===== src/rtl/pss_pkg.sv =====
package pss_pkg;

  // Sequencer states
  typedef enum logic [1:0] {
    SQ_IDLE = 2'd0,
    SQ_RUN  = 2'd1,
    SQ_GAP  = 2'd2
  } seq_state_e;

  // Kind of the frame in flight
  typedef enum logic {
    KIND_PIN = 1'b0,
    KIND_CMD = 1'b1
  } frame_kind_e;

endpackage


===== src/rtl/pss_trigger.sv =====
module pss_trigger #(
  parameter int W = 16
) (
  input  logic         clk,
  input  logic         rst_n,
  input  logic         src_sel,
  input  logic         mode_change,
  input  logic [W-1:0] sw_data,
  input  logic [W-1:0] par_in,
  input  logic         ser_start,
  output logic [W-1:0] src_word,
  output logic         want_frame
);

  logic [W-1:0] last_q;

  function automatic logic differs(input logic [W-1:0] a, input logic [W-1:0] b);
    return |(a ^ b);
  endfunction

  assign src_word   = src_sel ? par_in : sw_data;
  assign want_frame = !mode_change || differs(src_word, last_q);

  always_ff @(posedge clk or negedge rst_n) begin
    if (!rst_n) begin
      last_q <= '0;
    end else if (ser_start) begin
      last_q <= src_word;
    end
  end

endmodule


===== src/rtl/pss_shifter.sv =====
module pss_shifter #(
  parameter int W = 16
) (
  input  logic         clk,
  input  logic         rst_n,
  input  logic         start,
  input  logic [W-1:0] load_word,
  input  logic         miso,
  output logic         sclk,
  output logic         mosi,
  output logic         busy,
  output logic         last_edge,
  output logic [W-1:0] rx_word
);

  localparam int CW = (W > 1) ? $clog2(W) : 1;

  logic [W-1:0]  tx_q;
  logic          ph_q;
  logic [CW-1:0] idx_q;

  function automatic logic is_final(input logic [CW-1:0] i);
    return i == CW'(W - 1);
  endfunction

  assign last_edge = busy & ph_q & is_final(idx_q);
  assign mosi      = busy & tx_q[W-1];

  always_ff @(posedge clk or negedge rst_n) begin
    if (!rst_n) begin
      busy    <= 1'b0;
      sclk    <= 1'b0;
      ph_q    <= 1'b0;
      idx_q   <= '0;
      tx_q    <= '0;
      rx_word <= '0;
    end else if (start && !busy) begin
      busy  <= 1'b1;
      tx_q  <= load_word;
      ph_q  <= 1'b0;
      idx_q <= '0;
      sclk  <= 1'b0;
    end else if (busy) begin
      if (!ph_q) begin
        ph_q    <= 1'b1;
        sclk    <= 1'b1;
        rx_word <= {rx_word[W-2:0], miso};
      end else begin
        ph_q <= 1'b0;
        sclk <= 1'b0;
        if (is_final(idx_q)) begin
          busy <= 1'b0;
        end else begin
          tx_q  <= {tx_q[W-2:0], 1'b0};
          idx_q <= idx_q + CW'(1);
        end
      end
    end
  end

endmodule


===== src/rtl/pss_sequencer.sv =====
module pss_sequencer
  import pss_pkg::*;
#(
  parameter int GAPW = 8
) (
  input  logic            clk,
  input  logic            rst_n,
  input  logic            cmd_req,
  input  logic            want_frame,
  input  logic            last_edge,
  input  logic [GAPW-1:0] gap_len,
  output logic            start,
  output logic            start_cmd,
  output logic            cur_cmd,
  output logic            frame_end
);

  seq_state_e      st_q;
  frame_kind_e     kind_q;
  logic [GAPW-1:0] gcnt_q;

  function automatic logic gap_over(input logic [GAPW-1:0] cnt, input logic [GAPW-1:0] len);
    return ({1'b0, cnt} + {{GAPW{1'b0}}, 1'b1}) >= {1'b0, len};
  endfunction

  assign start     = (st_q == SQ_IDLE) && (cmd_req || want_frame);
  assign start_cmd = (st_q == SQ_IDLE) && cmd_req;
  assign frame_end = (st_q == SQ_RUN) && last_edge;
  assign cur_cmd   = (kind_q == KIND_CMD);

  always_ff @(posedge clk or negedge rst_n) begin
    if (!rst_n) begin
      st_q   <= SQ_IDLE;
      kind_q <= KIND_PIN;
      gcnt_q <= '0;
    end else begin
      unique case (st_q)
        SQ_IDLE: begin
          if (start) begin
            st_q   <= SQ_RUN;
            kind_q <= cmd_req ? KIND_CMD : KIND_PIN;
          end
        end
        SQ_RUN: begin
          if (last_edge) begin
            if (gap_len == '0) begin
              st_q <= SQ_IDLE;
            end else begin
              st_q   <= SQ_GAP;
              gcnt_q <= '0;
            end
          end
        end
        SQ_GAP: begin
          if (gap_over(gcnt_q, gap_len)) begin
            st_q <= SQ_IDLE;
          end else begin
            gcnt_q <= gcnt_q + GAPW'(1);
          end
        end
        default: st_q <= SQ_IDLE;
      endcase
    end
  end

endmodule


===== src/rtl/pin_serdes_spi.sv =====
module pin_serdes_spi #(
  parameter int W    = 16,
  parameter int GAPW = 8
) (
  input  logic            clk,
  input  logic            rst_n,
  input  logic            src_sel,
  input  logic            mode_change,
  input  logic [GAPW-1:0] gap_len,
  input  logic [W-1:0]    sw_data,
  input  logic [W-1:0]    par_in,
  input  logic            cmd_req,
  input  logic [W-1:0]    cmd_data,
  output logic            cmd_ack,
  output logic            sclk,
  output logic            mosi,
  input  logic            miso,
  output logic            cs_n,
  output logic [W-1:0]    par_out,
  output logic [W-1:0]    rx_data,
  output logic            rx_cmd,
  output logic            rx_valid
);

  logic [W-1:0] src_word;
  logic [W-1:0] load_word;
  logic [W-1:0] rx_word;
  logic         want_frame;
  logic         start;
  logic         start_cmd;
  logic         ser_start;
  logic         cur_cmd;
  logic         frame_end;
  logic         busy;
  logic         last_edge;

  assign ser_start = start && !start_cmd;
  assign load_word = start_cmd ? cmd_data : src_word;
  assign cmd_ack   = start_cmd;
  assign cs_n      = !busy;

  pss_trigger #(.W(W)) u_trig (
    .clk        (clk),
    .rst_n      (rst_n),
    .src_sel    (src_sel),
    .mode_change(mode_change),
    .sw_data    (sw_data),
    .par_in     (par_in),
    .ser_start  (ser_start),
    .src_word   (src_word),
    .want_frame (want_frame)
  );

  pss_sequencer #(.GAPW(GAPW)) u_seq (
    .clk       (clk),
    .rst_n     (rst_n),
    .cmd_req   (cmd_req),
    .want_frame(want_frame),
    .last_edge (last_edge),
    .gap_len   (gap_len),
    .start     (start),
    .start_cmd (start_cmd),
    .cur_cmd   (cur_cmd),
    .frame_end (frame_end)
  );

  pss_shifter #(.W(W)) u_shift (
    .clk      (clk),
    .rst_n    (rst_n),
    .start    (start),
    .load_word(load_word),
    .miso     (miso),
    .sclk     (sclk),
    .mosi     (mosi),
    .busy     (busy),
    .last_edge(last_edge),
    .rx_word  (rx_word)
  );

  always_ff @(posedge clk or negedge rst_n) begin
    if (!rst_n) begin
      par_out  <= '0;
      rx_data  <= '0;
      rx_cmd   <= 1'b0;
      rx_valid <= 1'b0;
    end else begin
      rx_valid <= frame_end;
      if (frame_end) begin
        rx_data <= rx_word;
        rx_cmd  <= cur_cmd;
        if (!cur_cmd) begin
          par_out <= rx_word;
        end
      end
    end
  end

endmodule


===== config.mk =====
export PLATFORM = sky130hd
export DESIGN_NAME = pin_serdes_spi
export DESIGN_NICKNAME = d
export VERILOG_FILES = /design/src/rtl/pss_pkg.sv /design/src/rtl/pss_trigger.sv /design/src/rtl/pss_shifter.sv /design/src/rtl/pss_sequencer.sv /design/src/rtl/pin_serdes_spi.sv
export SDC_FILE = /design/constraint.sdc
export NUM_CORES = 1
export LEC_CHECK = 0
export BUFFER_PORTS_ARGS = -buffer_cell sky130_fd_sc_hd__buf_4
export CORE_MARGIN = 8
export CORE_UTILIZATION = 59
export CTS_CLUSTER_DIAMETER = 60
export CTS_CLUSTER_SIZE = 28
export DETAILED_ROUTE_END_ITERATION = 8
export PLACE_DENSITY_LB_ADDON = 0.3
export SYNTH_ARGS = -nofsm -noshare
export SYNTH_HDL_FRONTEND = slang
export SYNTH_SLANG_ARGS = --single-unit
export TNS_END_PERCENT = 5

===== constraint.sdc =====
create_clock -name clk -period 4.6 [get_ports clk]
set_input_delay 1.15 -clock clk [delete_from_list [all_inputs] [get_ports clk]]
set_output_delay 1.15 -clock clk [all_outputs]
set_load 0.005 [all_outputs]

== Yosys cells after proc, flatten, opt, wreduce, memory -nomap -nowiden ==
Index checks and enable logic that the tools add are counted.
Storage, ports and cells
  input bits: 62
  bits in registers: 99
  output and inout bits: 38
Cells by class
  reductions and logical operators: 22
  equal/unequal tests: 9
  mux-type cells: 27
  bitwise logic cells: 7
  magnitude comparators: 1
  $add $sub $neg: 3
Operators by type and width (count)
  16-bit two-way mux: 6
  8-bit two-way mux: 3
  4-bit two-way mux: 4
  8-bit case mux with 2 select lines: 1
  16-bit OR reduction: 1
  16-bit XOR: 1
  8-bit by 1-bit adder with 9-bit output (second input constant): 1
  9-bit by 8-bit greater-or-equal comparator with 1-bit output: 1
  3-bit AND reduction: 3
  8-bit by 1-bit adder with 8-bit output (second input constant): 1
  8-bit logical NOT: 1
  1-bit two-way mux: 8
  2-bit two-way mux: 4
  2-bit by 1-bit inequality test with 1-bit output (second input constant): 3
  2-bit inequality test (second input constant): 3
  2-bit case mux with 3 select lines: 1
  2-bit nonzero test: 3
  1-bit logical AND: 5
  4-bit by 1-bit adder with 4-bit output (second input constant): 1
  4-bit equality test (second input constant): 1
  2-bit AND reduction: 2
  4-bit AND reduction: 1
  1-bit AND: 3
  1-bit logical NOT: 3
  other kinds (5): 8

== Logic depth before layout (Yosys ltp) ==
Gate-level depths: netlist of run 1.
  depth after elaboration: 9
  depth in mapped cells: 13
  gate-level depth less buffers: 12

== Cells and area by module ==
Synthesis of run 1 repeated with hierarchy kept, for this count alone.
Second synthesis, totals
  cells, all modules: 413
  area total of the unflattened synthesis: 5001.0 um^2
Modules (own cells, without submodules)
  pss_shifter: instances 1, area an instance 1625.3 um^2, cells an instance 122
  pin_serdes_spi: instances 1, area an instance 1521.5 um^2, cells an instance 92
  pss_trigger: instances 1, area an instance 1014.7 um^2, cells an instance 107
  pss_sequencer: instances 1, area an instance 839.6 um^2, cells an instance 92

== Worst setup path before layout of run 1 ==
No wires, ideal clock.
  path kind: input -> register
  start point: input src_sel
  end point: register u_shift.tx_q[10]
  path slack: 1.075 ns
  data required time: 4.474 ns
  stages: 9
  path buffers: 3
  arrival: 3.399 ns
  path through: buf_6 mux2_4 or4b_4 a2111oi_4 nand4_2 and3_1 buf_6 buf_6 a221o_1
Between the ends
  longest elaborated chain between the ends: 9
  elaborated cells on any way between the ends: 13
  those cells by class: 1 x eq/ne; 3 x mux; 1 x bitwise; 8 x reduce/logical
RTL lines
  from (decl): line pin_serdes_spi.sv:7  | input logic src_sel,
  16-bit two-way mux (*): line pss_trigger.sv:21  | assign src_word = src_sel ? par_in : sw_data;
  16-bit XOR: line pss_trigger.sv:18  | return |(a ^ b);
  16-bit OR reduction: line pss_trigger.sv:18
  1-bit logical OR: line pss_trigger.sv:22  | assign want_frame = !mode_change || differs(src_word, last_q);
  1-bit logical OR: line pss_sequencer.sv:26  | assign start = (st_q == SQ_IDLE) && (cmd_req || want_frame);
  1-bit logical AND: line pss_sequencer.sv:26
  1-bit logical AND: line pss_shifter.sv:37  | end else if (start && !busy) begin
  2-bit by 1-bit inequality test with 1-bit output (no source line) / 2-bit nonzero test (equally long branches)
  3-bit AND reduction (no source line)
  to (signal assigned): line pss_shifter.sv:39  | tx_q <= load_word;
  to (signal assigned): line pss_shifter.sv:54  | tx_q <= {tx_q[W-2:0], 1'b0};
  to (decl): line pss_shifter.sv:18  | logic [W-1:0] tx_q;
Every way passes the cells marked *; elsewhere a longest branch is shown, timed or not.
A chain may end at the register's enable or synchronous reset.

== Worst setup path in the final report of run 1 ==
  start point: input src_sel
  end point: register u_shift.idx_q[0]
Between the ends
  longest elaborated chain between the ends: 9
  elaborated cells on any way between the ends: 12
  those cells by class: 1 x eq/ne; 2 x mux; 1 x bitwise; 8 x reduce/logical
RTL lines
  16-bit two-way mux (*): line pss_trigger.sv:21
  16-bit XOR (*): line pss_trigger.sv:18
  16-bit OR reduction (*): line pss_trigger.sv:18
  1-bit logical OR (*): line pss_trigger.sv:22
  1-bit logical OR (*): line pss_sequencer.sv:26
  1-bit logical AND (*): line pss_sequencer.sv:26
  1-bit logical AND (*): line pss_shifter.sv:37
  2-bit by 1-bit inequality test with 1-bit output (no source line) / 2-bit nonzero test (equally long branches)
  3-bit AND reduction (no source line)
  to (signal assigned): line pss_shifter.sv:55  | idx_q <= idx_q + CW'(1);
  to (decl): line pss_shifter.sv:20  | logic [CW-1:0] idx_q;
Marks and branches as above.

==> results of run 1 <==
synthesized netlist by cell type (6+ instances only):
cell type | count | share of area (%)
dfrtp_1 | 99 | 52
a21oi_1 | 6 | 0.63
xnor2_1 | 17 | 3.1
nor4_1 | 6 | 0.78
mux2_2 | 55 | 13
mux2i_1 | 30 | 6.3
ha_1 | 10 | 2.6
nand3_1 | 8 | 0.83
and2_1 | 17 | 2.2
nor2_1 | 12 | 0.94
a221o_1 | 15 | 3.1
inv_1 | 26 | 2.0
clkbuf_1 | 10 | 0.78
o21ai_0 | 18 | 1.9
nand2_1 | 28 | 2.2
worst reg2reg max path, stage by stage (launching register included):
cell	delay, ps
dfrtp_1	460
ha_1	260
nand3_1	140
nor2_1	200
nand2_1	90
nand2_1	80
ha_1	240
a21o_1	160
a211o_1	280
a311oi_1	230
o31ai_1	120
buf_4	190
nand2_1	160
mux2_2	360
cells in the final DEF, fill, tap and decap left out, types with 15 or more instances in the layout:
cell     instances
a221o_1         15
and2_1          17
buf_4          106
dfrtp_1         99
inv_1           26
mux2_2          55
mux2i_1         30
nand2_1         28
o21ai_0         18
xnor2_1         17
worst paths after layout:
check                      slack (ps)                to  cells past startpoint
hold / removal                    510   u_shift.tx_q[1]                      1
max in group asynchronous        2830        rx_data[0]                      2
setup reg to reg                 1520   u_seq.gcnt_q[1]                     13
min in group asynchronous         960  u_trig.last_q[9]                      1
setup / recovery                 1020  u_shift.idx_q[0]                      7
hold reg to reg                   510   u_shift.tx_q[1]                      1
sequential cells by signal, summed over array words and instances (netlist names):
| signal | cells |
|---|---|
| u_trig.last_q | 16 |
| u_seq.st_q | 2 |
| u_shift.sclk | 1 |
| rx_data | 16 |
| u_shift.idx_q | 4 |
| rx_valid | 1 |
| u_seq.gcnt_q | 8 |
| u_shift.busy | 1 |
| par_out | 16 |
| u_shift.rx_word | 16 |
| u_shift.tx_q | 16 |
| rx_cmd | 1 |
| u_seq.cur_cmd | 1 |
logic make-up after synthesis:
logic type	count (synthesis)
XOR/XNOR	20
AND/OR/NAND/NOR	89
buffers and inverters	44
adder cells (fa/ha/maj)	10
AO/OA/AOI/OAI	56
flip-flops	99
multiplexers	86
metrics by stage:
| step | setup slack (ps) | hold WS, ps |
|---|---|---|
| final | 1020 | 512 |
| after global routing | 908 | 525 |
| after CTS | 1050 | 516 |
| after detailed placement | 670 | 493 |
| after global placement | 758 | 486 |
| after floorplan | 1070 | 467 |
power by group:
| group | switching [mW] | leakage [nW] | total, mW | internal (mW) |
|---|---|---|---|---|
| Clock | 0.328 | 0.121 | 0.649 | 0.321 |
| Sequential | 0.269 | 1.25 | 1.49 | 1.23 |
| Combinational | 0.470 | 1.67 | 1.10 | 0.634 |
| Total | 1.07 | 3.04 | 3.25 | 2.18 |
routing by layer:
| layer | GRT usage, % | part of all wire [%] | vias up | routed length (µm) |
|---|---|---|---|---|
| met2 | 33.2 | 52 | 75 | 5390 |
| met5 | 0 | 0 | - | 0 |
| li1 | - | - | 1624 | - |
| met4 | 5.93 | 1.4 | 0 | 144 |
| met1 | 22.4 | 42 | 1663 | 4390 |
| met3 | 5.87 | 5.0 | 15 | 528 |
layout make-up:
class                           count  area share [%]
Multi-Input combinational cell    261            36.3
Sequential cell                    99            42.2
Inverter                           26            1.66
Clock buffer                        9            2.11
Clock inverter                      7            1.98
Tap cell                          105            2.24
Timing Repair Buffer              106            13.5
==> flow_summary.yaml, run 1 <==
cells_and_area:
  fin_util_pct: 73.0
  multi_input_area_um2: 2130
  area_growth_pct: 22.4
  finish.net_count: 575
  antennaDiodeCount: 0
  drive_gt1_share_pct: 36.0
  final_cells: 613
  fin_area_um2: 5880
  ff_latch_area_um2: 2480
  fillers: 579
logic_synthesis:
  synth_xor_area_share_pct: 3.65
  syn_inst: 404
  yosysSeqAreaShare_pct: 51.6
  synth_mux_area_share_pct: 19.5
  synthSimpleGateAreaFrac_pct: 9.67
  synth_top_family_by_area: "multiplexers"
  synth-adder-area-share_pct: 2.61
  synthesis.nets: 476
  async_flop_share_pct: 100
  synth.avg_cell_area_um2: 11.9
  synth-edff-count: 0
  synth_area_um2: 4800
  synth_compound_area_share_pct: 8.92
  synthDistinctLibCells: 41
  synth_flop_cell: "dfrtp_1"
  ys_warn_count: 0
  synth_seq_cells: 99
clock_network:
  clock-sinks: 99
  clkLatencyLatePin_ps: 370
  cts_root_buf: "clkbuf_8"
  clk_path_buf_depth: 2
  htree_levels: 3
  numCtsBuffers: 9
  cts_tree: "yes"
  hold_buffers: 0
  cts_resized: 0
  cts.clk_slew.worst_paths_ps: 100
  post_cts_buffers: 0
routing:
  postRouteAntennaNets: 0
  via_per_inst: 5.51
  wl_per_cell_um: 17.1
  postRouteWirelength_mm: 10.5
  drtPass1Iterations: 4
  drt-initial-drc-count: 158
  vias: 3377
  drc: 0
run_status:
  status: "finished, final reports clean"
die:
  coreArea_um2: 8050
  die_w_um: 106
  die_area_um2: 11300
  rows: 33
  start_util_pct: 59.6
  io_pins: 100
  die_y_um: 106
pwr:
  peakVddDrop_mv: 0.340
  p_total_mw: 3.25
  p_leak_nw: 3.04
  pwr_density_cell_nw_per_um2: 553
sta:
  drv_slew: 0
  tns_ps: 0
  finalSetupViolCount: 0
  timing.final.crit_share_pct: 77.9
  period_needed_ps: 3580
  finalHoldViolCount: 0
  maxSlewHeadroom_pct: 27.2
  finClkSkew_ps: 19.6
  worst_pin_slew_ps: 1090
  fmax_mhz: 279
  rsz0062_at_grt: "no"
setup_path:
  cp-startpoint: "src_sel"
  worstPathRequired_ps: 4900
  critPathLaunchType: "input pin"
  criticalPathCategory: "input pin to register"
  critPathMaxFanout: 16
  arrival_ps: 3890
  cpPeakStageDelay_ps: 770
  path_buf_inv: 1
  worstPathCellList: "buf_4 > mux2_4 > or4b_4 > a2111oi_4 > nand4_2 > a31oi_2 > mux2_2"
  endpoint_kind: "register"
  cp_top_family: "compound AO/OA/AOI/OAI gates"
  r2r-start: "u_seq.gcnt_q[0]"
  cpMaxStageDelayCell: "a31oi_2"
global_routing:
  track_usage_pct: 19.2
  antenna_found_initial: 0
  grt_pass1_vias: 3780
  grt_max_degree: 89
  grt_pass1_wl_mm: 17.6
  grt_overflow_total: 0
placed_design:
  routabilityCongestion: 0.845
  dpl_cell_area_um2: 5640
  hpwl_mm: 7.66
  dp.cells: 597
  numPortBuffers: 99
worst_hold_path:
  worstHoldPathType: "register to register"
  min-delay-start: "u_shift.tx_q[1]"
run:
  drv_cap: 0
Power figures use the tool's default switching activity.
==> run 2: changes to the inputs <==
--- a/config.mk
+++ b/config.mk
@@ -5,9 +5,10 @@
 export SDC_FILE = /design/constraint.sdc
 export NUM_CORES = 1
 export LEC_CHECK = 0
+export ABC_AREA = 1
 export BUFFER_PORTS_ARGS = -buffer_cell sky130_fd_sc_hd__buf_4
 export CORE_MARGIN = 8
-export CORE_UTILIZATION = 59
+export CORE_UTILIZATION = 55
 export CTS_CLUSTER_DIAMETER = 60
 export CTS_CLUSTER_SIZE = 28
 export DETAILED_ROUTE_END_ITERATION = 8
==> constraint.sdc (replaced) <==
create_clock -name clk -period 3.45 [get_ports clk]
set_input_delay 0.8625 -clock clk [delete_from_list [all_inputs] [get_ports clk]]
set_output_delay 0.8625 -clock clk [all_outputs]
set_load 0.005 [all_outputs]
==> run 2 against run 1 <==
Sequential power rose by 25%. Clock skew fell by 5.8 ps. Design area rose by 3.6%. Total power rose by 30%. Critical path type unchanged. Largest power group unchanged.
==> flow_summary.yaml, run 2 <==
global_routing:
  grt_pass1_vias: 4601
  grt_max_degree: 52
  antenna_found_initial: 0
  use_met2_pct: 33.6
  grt_pass1_wl_mm: 21.1
  grt_overflow_total: 0
  grt.busiest_layer: "met2"
  use_met3_pct: 4.08
  grt_use_met1_pct: 25.1
  track_usage_pct: 20.0
logic_synthesis:
  async_flop_share_pct: 100
  synth_top_area_share_pct: 48.5
  synth_seq_cells: 99
  synth.largest_area_cell: "dfrtp_1"
  netlist_top_cells_count: "nand2_1 (239), dfrtp_1 (99), inv_1 (65), nand3_1 (62), o21ai_0 (53)"
  syn_inst: 655
  synth.avg_cell_area_um2: 7.81
  synth-edff-count: 0
  synth_area_um2: 5110
  yosysSeqAreaShare_pct: 48.5
  synth.most_common_cell: "nand2_1"
  synthesis.nets: 727
  ys_warn_count: 0
  synth_flop_cell: "dfrtp_1"
  synth.area.top_cells: "dfrtp_1 (48%), nand2_1 (18%), nand3_1 (6.1%)"
  synthDistinctLibCells: 34
routing:
  via_per_inst: 5.33
  drc: 0
  postRouteAntennaNets: 0
  drt-initial-drc-count: 284
  drtPass1Iterations: 5
  vias: 4574
  postRouteWirelength_mm: 12.1
  wl_per_cell_um: 14.1
worst_hold_path:
  worstHoldPathType: "register to register"
  min-delay-start: "rx_data[4]"
  min_path_cells: 2
  worstHoldEndpoint: "rx_data[4]"
clock_network:
  hold_buffers: 0
  cts.clk_slew.worst_paths_ps: 110
  post_cts_buffers: 0
  numCtsBuffers: 9
  cts_resized: 0
  cts_tree: "yes"
  clkLatencyLatePin_ps: 380
  cts_root_buf: "clkbuf_8"
  htree_levels: 3
  clock-sinks: 99
  clk_path_buf_depth: 2
sta:
  worst_pin_slew_ps: 859
  maxSlewHeadroom_pct: 42.7
  tns_ps: 0
  finalHoldViolCount: 0
  finalSetupViolCount: 0
  period_needed_ps: 2860
  timing.final.crit_share_pct: 82.9
  fmax_mhz: 350
  drv_slew: 0
  rsz0062_at_grt: "no"
  finClkSkew_ps: 13.8
setup_path:
  critPathMaxFanout: 27
  endpoint_kind: "register"
  worstReg2RegEnd: "u_seq.gcnt_q[6]"
  criticalPathCategory: "input pin to register"
  cpPeakStageDelay_ps: 590
  r2r_cells: 15
  path_buf_inv: 3
  ff2ff_setup_slack_ps: 780
  worstPathCellList: "buf_4 > inv_4 > nand2_1 > nand2_1 > nand2_1 > nand2_1 > nor2_1 > nand2_1 > nor2_1 > nand3_4 > nand2_4 > nor2_2 > buf_4 > nand2_1 > o21ai_2"
  critPathLaunchType: "input pin"
  worstPathRequired_ps: 3760
  cpMaxStageDelayCell: "nor2_2"
  arrival_ps: 3170
  cp_top_family: "simple AND/OR/NAND/NOR gates"
  r2r-start: "u_seq.gcnt_q[0]"
  crit_top_cell: "nand2_1"
cells_and_area:
  finish.net_count: 814
  drive_gt1_share_pct: 19.5
  mostFrequentLayoutCell: "nand2_1"
  area_growth_pct: 19.0
  antennaDiodeCount: 0
  layout_common_cells: "nand2_1 (239), buf_4 (103), dfrtp_1 (99)"
  fin_util_pct: 66.8
  fin_area_um2: 6080
placed_design:
  hpwl_mm: 9.11
  dpl_cell_area_um2: 5880
  routabilityCongestion: 0.882
  numPortBuffers: 99
die:
  die_y_um: 112
  rows: 35
  die_area_um2: 12600
  die_w_um: 112
  start_util_pct: 56.1
  coreArea_um2: 9110
  io_pins: 100
pwr:
  p_total_mw: 4.23
  p_leak_nw: 3.26
  pwr_density_cell_nw_per_um2: 694
  peakVddDrop_mv: 0.322
run:
  drv_cap: 0
run_status:
  status: "finished, final reports clean"
run 2: cell count changes in the layout (fill, tap and decap cells not counted), sizes merged, moves of 18 or more:
cell / delta
inv: +42
mux2: -56
mux2i: -30
nand2: +212
nand3: +56
nand4: +18
o21ai: +54
run 2: where the power goes:
| group | total [mW] | switching, mW | internal (mW) |
|---|---|---|---|
| Sequential | 1.86 | 0.264 | 1.59 |
| Combinational | 1.62 | 0.946 | 0.679 |
| Clock | 0.744 | 0.455 | 0.289 |
run 2: how the worst max path moves through the flow:
| stage | start | to | cells after the start |
|---|---|---|---|
| 6_report | src_sel | u_trig.last_q[10] | 15 |
| 2_1_floorplan | cmd_req | cmd_ack | 3 |
| 5_1_grt | src_sel | u_trig.last_q[10] | 15 |
| 4_1_cts | src_sel | u_trig.last_q[10] | 15 |
| 3_3_place_gp | src_sel | u_trig.last_q[7] | 14 |
| 3_5_place_dp | src_sel | u_trig.last_q[10] | 15 |
run 2: worst min-delay path: stages, from the launching register on:
cell     delay, ps
dfrtp_1        360
nand2_1         50
o21ai_0         60
run 2: layout make-up:
class	instances	area, µm²
fill	759	3020
sequential	99	2480
multi-input combinational	459	2210
timing repair buffer	104	793
inverter	69	262
tap	111	139
clock buffer	9	124
clock inverter	7	78.8
run 2: metal layers:
layer	up-vias	part of all wire, %
met4	0	1.8
met5	-	0
met3	19	6.1
met2	145	49
met1	2129	43
li1	2281	-
run 2: cell families after synthesis:
family          share of synthesized area (%)
compound gates                           10.2
xor+xnor                                0.857
flops                                    48.5
simple gates                             29.8
buf+inv                                  8.30
fa+ha+maj                                2.45
run 2: stage by stage:
step	setup WS, ps	hold slack, ps	std cells
floorplan	1120	443	655
CTS	622	500	858
detailed placement	224	474	842
global placement	344	465	842
global route	377	509	858
finish	590	494	858
==> run 3: changes to the inputs <==
==> constraint.sdc (replaced) <==
create_clock -name clk -period 2.9 [get_ports clk]
set_input_delay 0.725 -clock clk [delete_from_list [all_inputs] [get_ports clk]]
set_output_delay 0.725 -clock clk [all_outputs]
set_load 0.005 [all_outputs]
==> run 3 against run 2 <==
Routed wire length fell by 2.2%. Worst setup slack got worse by 36 ps. Die area did not move. Sequential power rose by 19%. Global-route usage fell by 0.48 points. Total power rose by 18%. Largest cell class unchanged. Non-clock buffer count rose by 4. Clock skew rose by 4.3 ps. Highest routed layer unchanged. First-iteration DRC count rose by 7.0%. Design area rose by 0.35%.
==> flow_summary.yaml, run 3 (synthesized netlist as in run 2, its figures left out) <==
routing:
  drtPass1Iterations: 7
  wl_per_cell_um: 13.7
  postRouteAntennaNets: 0
  postRouteWirelength_mm: 11.8
  drc: 0
  drt-initial-drc-count: 304
  vias: 4555
  via_per_inst: 5.28
pwr:
  switchingPower_mw: 1.95
  pwr-share-clk_pct: 16.9
  peakVddDrop_mv: 0.343
  p_leak_nw: 3.27
  pwr_density_cell_nw_per_um2: 819
  combinationalPowerShare_pct: 38.9
  p_int_mw: 3.05
  seq_power_share_pct: 44.2
  switching_share_pct: 39.0
setup_path:
  crit_top_cell: "nand2_1"
  criticalPathCategory: "input pin to register"
  critPathLaunchType: "input pin"
  cp-endpoint: "u_trig.last_q[3]"
  cpPeakStageDelay_ps: 260
  arrival_ps: 2590
  r2r_cells: 15
  r2r-start: "u_seq.gcnt_q[0]"
  critPathMaxFanout: 30
  worstPathCellList: "buf_4 > inv_4 > nand2_1 > nand2_1 > nand2_1 > nand2_1 > nor2_1 > nand2_1 > nor2_2 > nand3_4 > nand2_4 > nor2_2 > buf_4 > nand2_1 > o21ai_2"
  cpMaxStageDelayCell: "buf_4"
  ff2ff_setup_slack_ps: 600
  cp-startpoint: "src_sel"
  endpoint_kind: "register"
  worstReg2RegEnd: "u_seq.gcnt_q[6]"
  worstPathRequired_ps: 3140
die:
  die_y_um: 112
  die_area_um2: 12600
  rows: 35
  start_util_pct: 56.1
  coreArea_um2: 9110
  die_w_um: 112
  io_pins: 100
clock_network:
  cts_root_buf: "clkbuf_8"
  cts.clk_slew.worst_paths_ps: 100
  clock-sinks: 99
  clk_path_buf_depth: 2
  cts_tree: "yes"
  clkLatencyLatePin_ps: 370
  htree_levels: 3
  post_cts_buffers: 0
  hold_buffers: 0
  numCtsBuffers: 9
  cts_resized: 0
cells_and_area:
  finish.net_count: 818
  drive_gt1_share_pct: 20.0
  antennaDiodeCount: 0
  mostFrequentLayoutCell: "nand2_1"
  area_growth_pct: 19.4
  layout_common_cells: "nand2_1 (239), buf_4 (107), dfrtp_1 (99)"
  fillers: 757
  fin_area_um2: 6110
sta:
  drv_slew: 0
  fin_ws_ps: 554
  finalSetupViolCount: 0
  finClkSkew_ps: 18.1
  maxSlewHeadroom_pct: 43.3
  finalHoldViolCount: 0
  rsz0062_at_grt: "no"
  period_needed_ps: 2350
  tns_ps: 0
  timing.final.crit_share_pct: 80.9
  worst_pin_slew_ps: 849
  fmax_mhz: 426
global_routing:
  grt_max_degree: 52
  antenna_found_initial: 0
  grt_overflow_total: 0
  grt_pass1_vias: 4499
  grt_pass1_wl_mm: 20.7
  track_usage_pct: 19.5
worst_hold_path:
  worstHoldPathType: "input pin to async pin"
placed_design:
  place_ws_ps: 184
  routabilityCongestion: 0.880
  dpl_cell_area_um2: 5910
  hpwl_mm: 8.92
  numPortBuffers: 99
run_status:
  status: "finished, final reports clean"
run:
  drv_cap: 0
## run 3: cell count changes in the layout (fill, tap and decap cells not counted)
cell	previous run	this run
buf_4	103	107
clkinvlp_4	0	1
inv_6	3	2
clkinv_4	1	2
clkinv_8	2	1
## run 3: through the flow
stage	cells	hold slack (ps)	utilization [%]	power (mW)
2_1_floorplan	655	429	-	3.45
3_3_place_gp	846	466	64.9	4.08
3_5_place_dp	846	471	64.9	4.19
4_1_cts	862	389	67.0	5.03
5_1_grt	862	411	67.0	5.42
6_report	862	373	67.0	5.00
## run 3: how the worst min path moves through the flow
stage                                endpoint  slack [ps]  cells past startpoint                start
after global routing      u_shift.rx_word[12]         410                      1                rst_n
after detailed placement        u_seq.cur_cmd         470                      2        u_seq.cur_cmd
after CTS                          rx_data[4]         390                      1                rst_n
after global placement    u_shift.rx_word[13]         470                      2  u_shift.rx_word[13]
final                              par_out[1]         370                      1                rst_n
after floorplan                    par_out[0]         430                      0                rst_n
## run 3: area by class of cell
cell class | count | area [µm²] | area share [%]
sequential | 99 | 2480 | 40.6
multi-input combinational | 459 | 2210 | 36.2
timing repair buffer | 108 | 823 | 13.5
inverter | 69 | 262 | 4.28
tap | 111 | 139 | 2.27
clock buffer | 9 | 124 | 2.03
clock inverter | 7 | 70.1 | 1.15
## run 3: worst max-delay path, delay by kind of cell
kind,cells,cell delay (ps)
buf+inv,3,630
simple gates,11,1150
compound gates,1,50
## run 3: routing by layer
metal	track usage, %	vias to the layer above	wire [µm]
li1	-	2286	-
met1	25.0	2125	5250
met2	32.2	133	5730
met5	0	-	0
met4	5.58	0	131
met3	4.83	11	722
## run 3: power by group through the flow
stage          clock network [mW]  registers (mW)  logic [mW]
2_1_floorplan                   0            2.17        1.28
3_3_place_gp                    0            2.20        1.88
3_5_place_dp                    0            2.23        1.96
4_1_cts                     0.862            2.20        1.96
5_1_grt                     0.915            2.27        2.23
6_report                    0.844            2.21        1.95
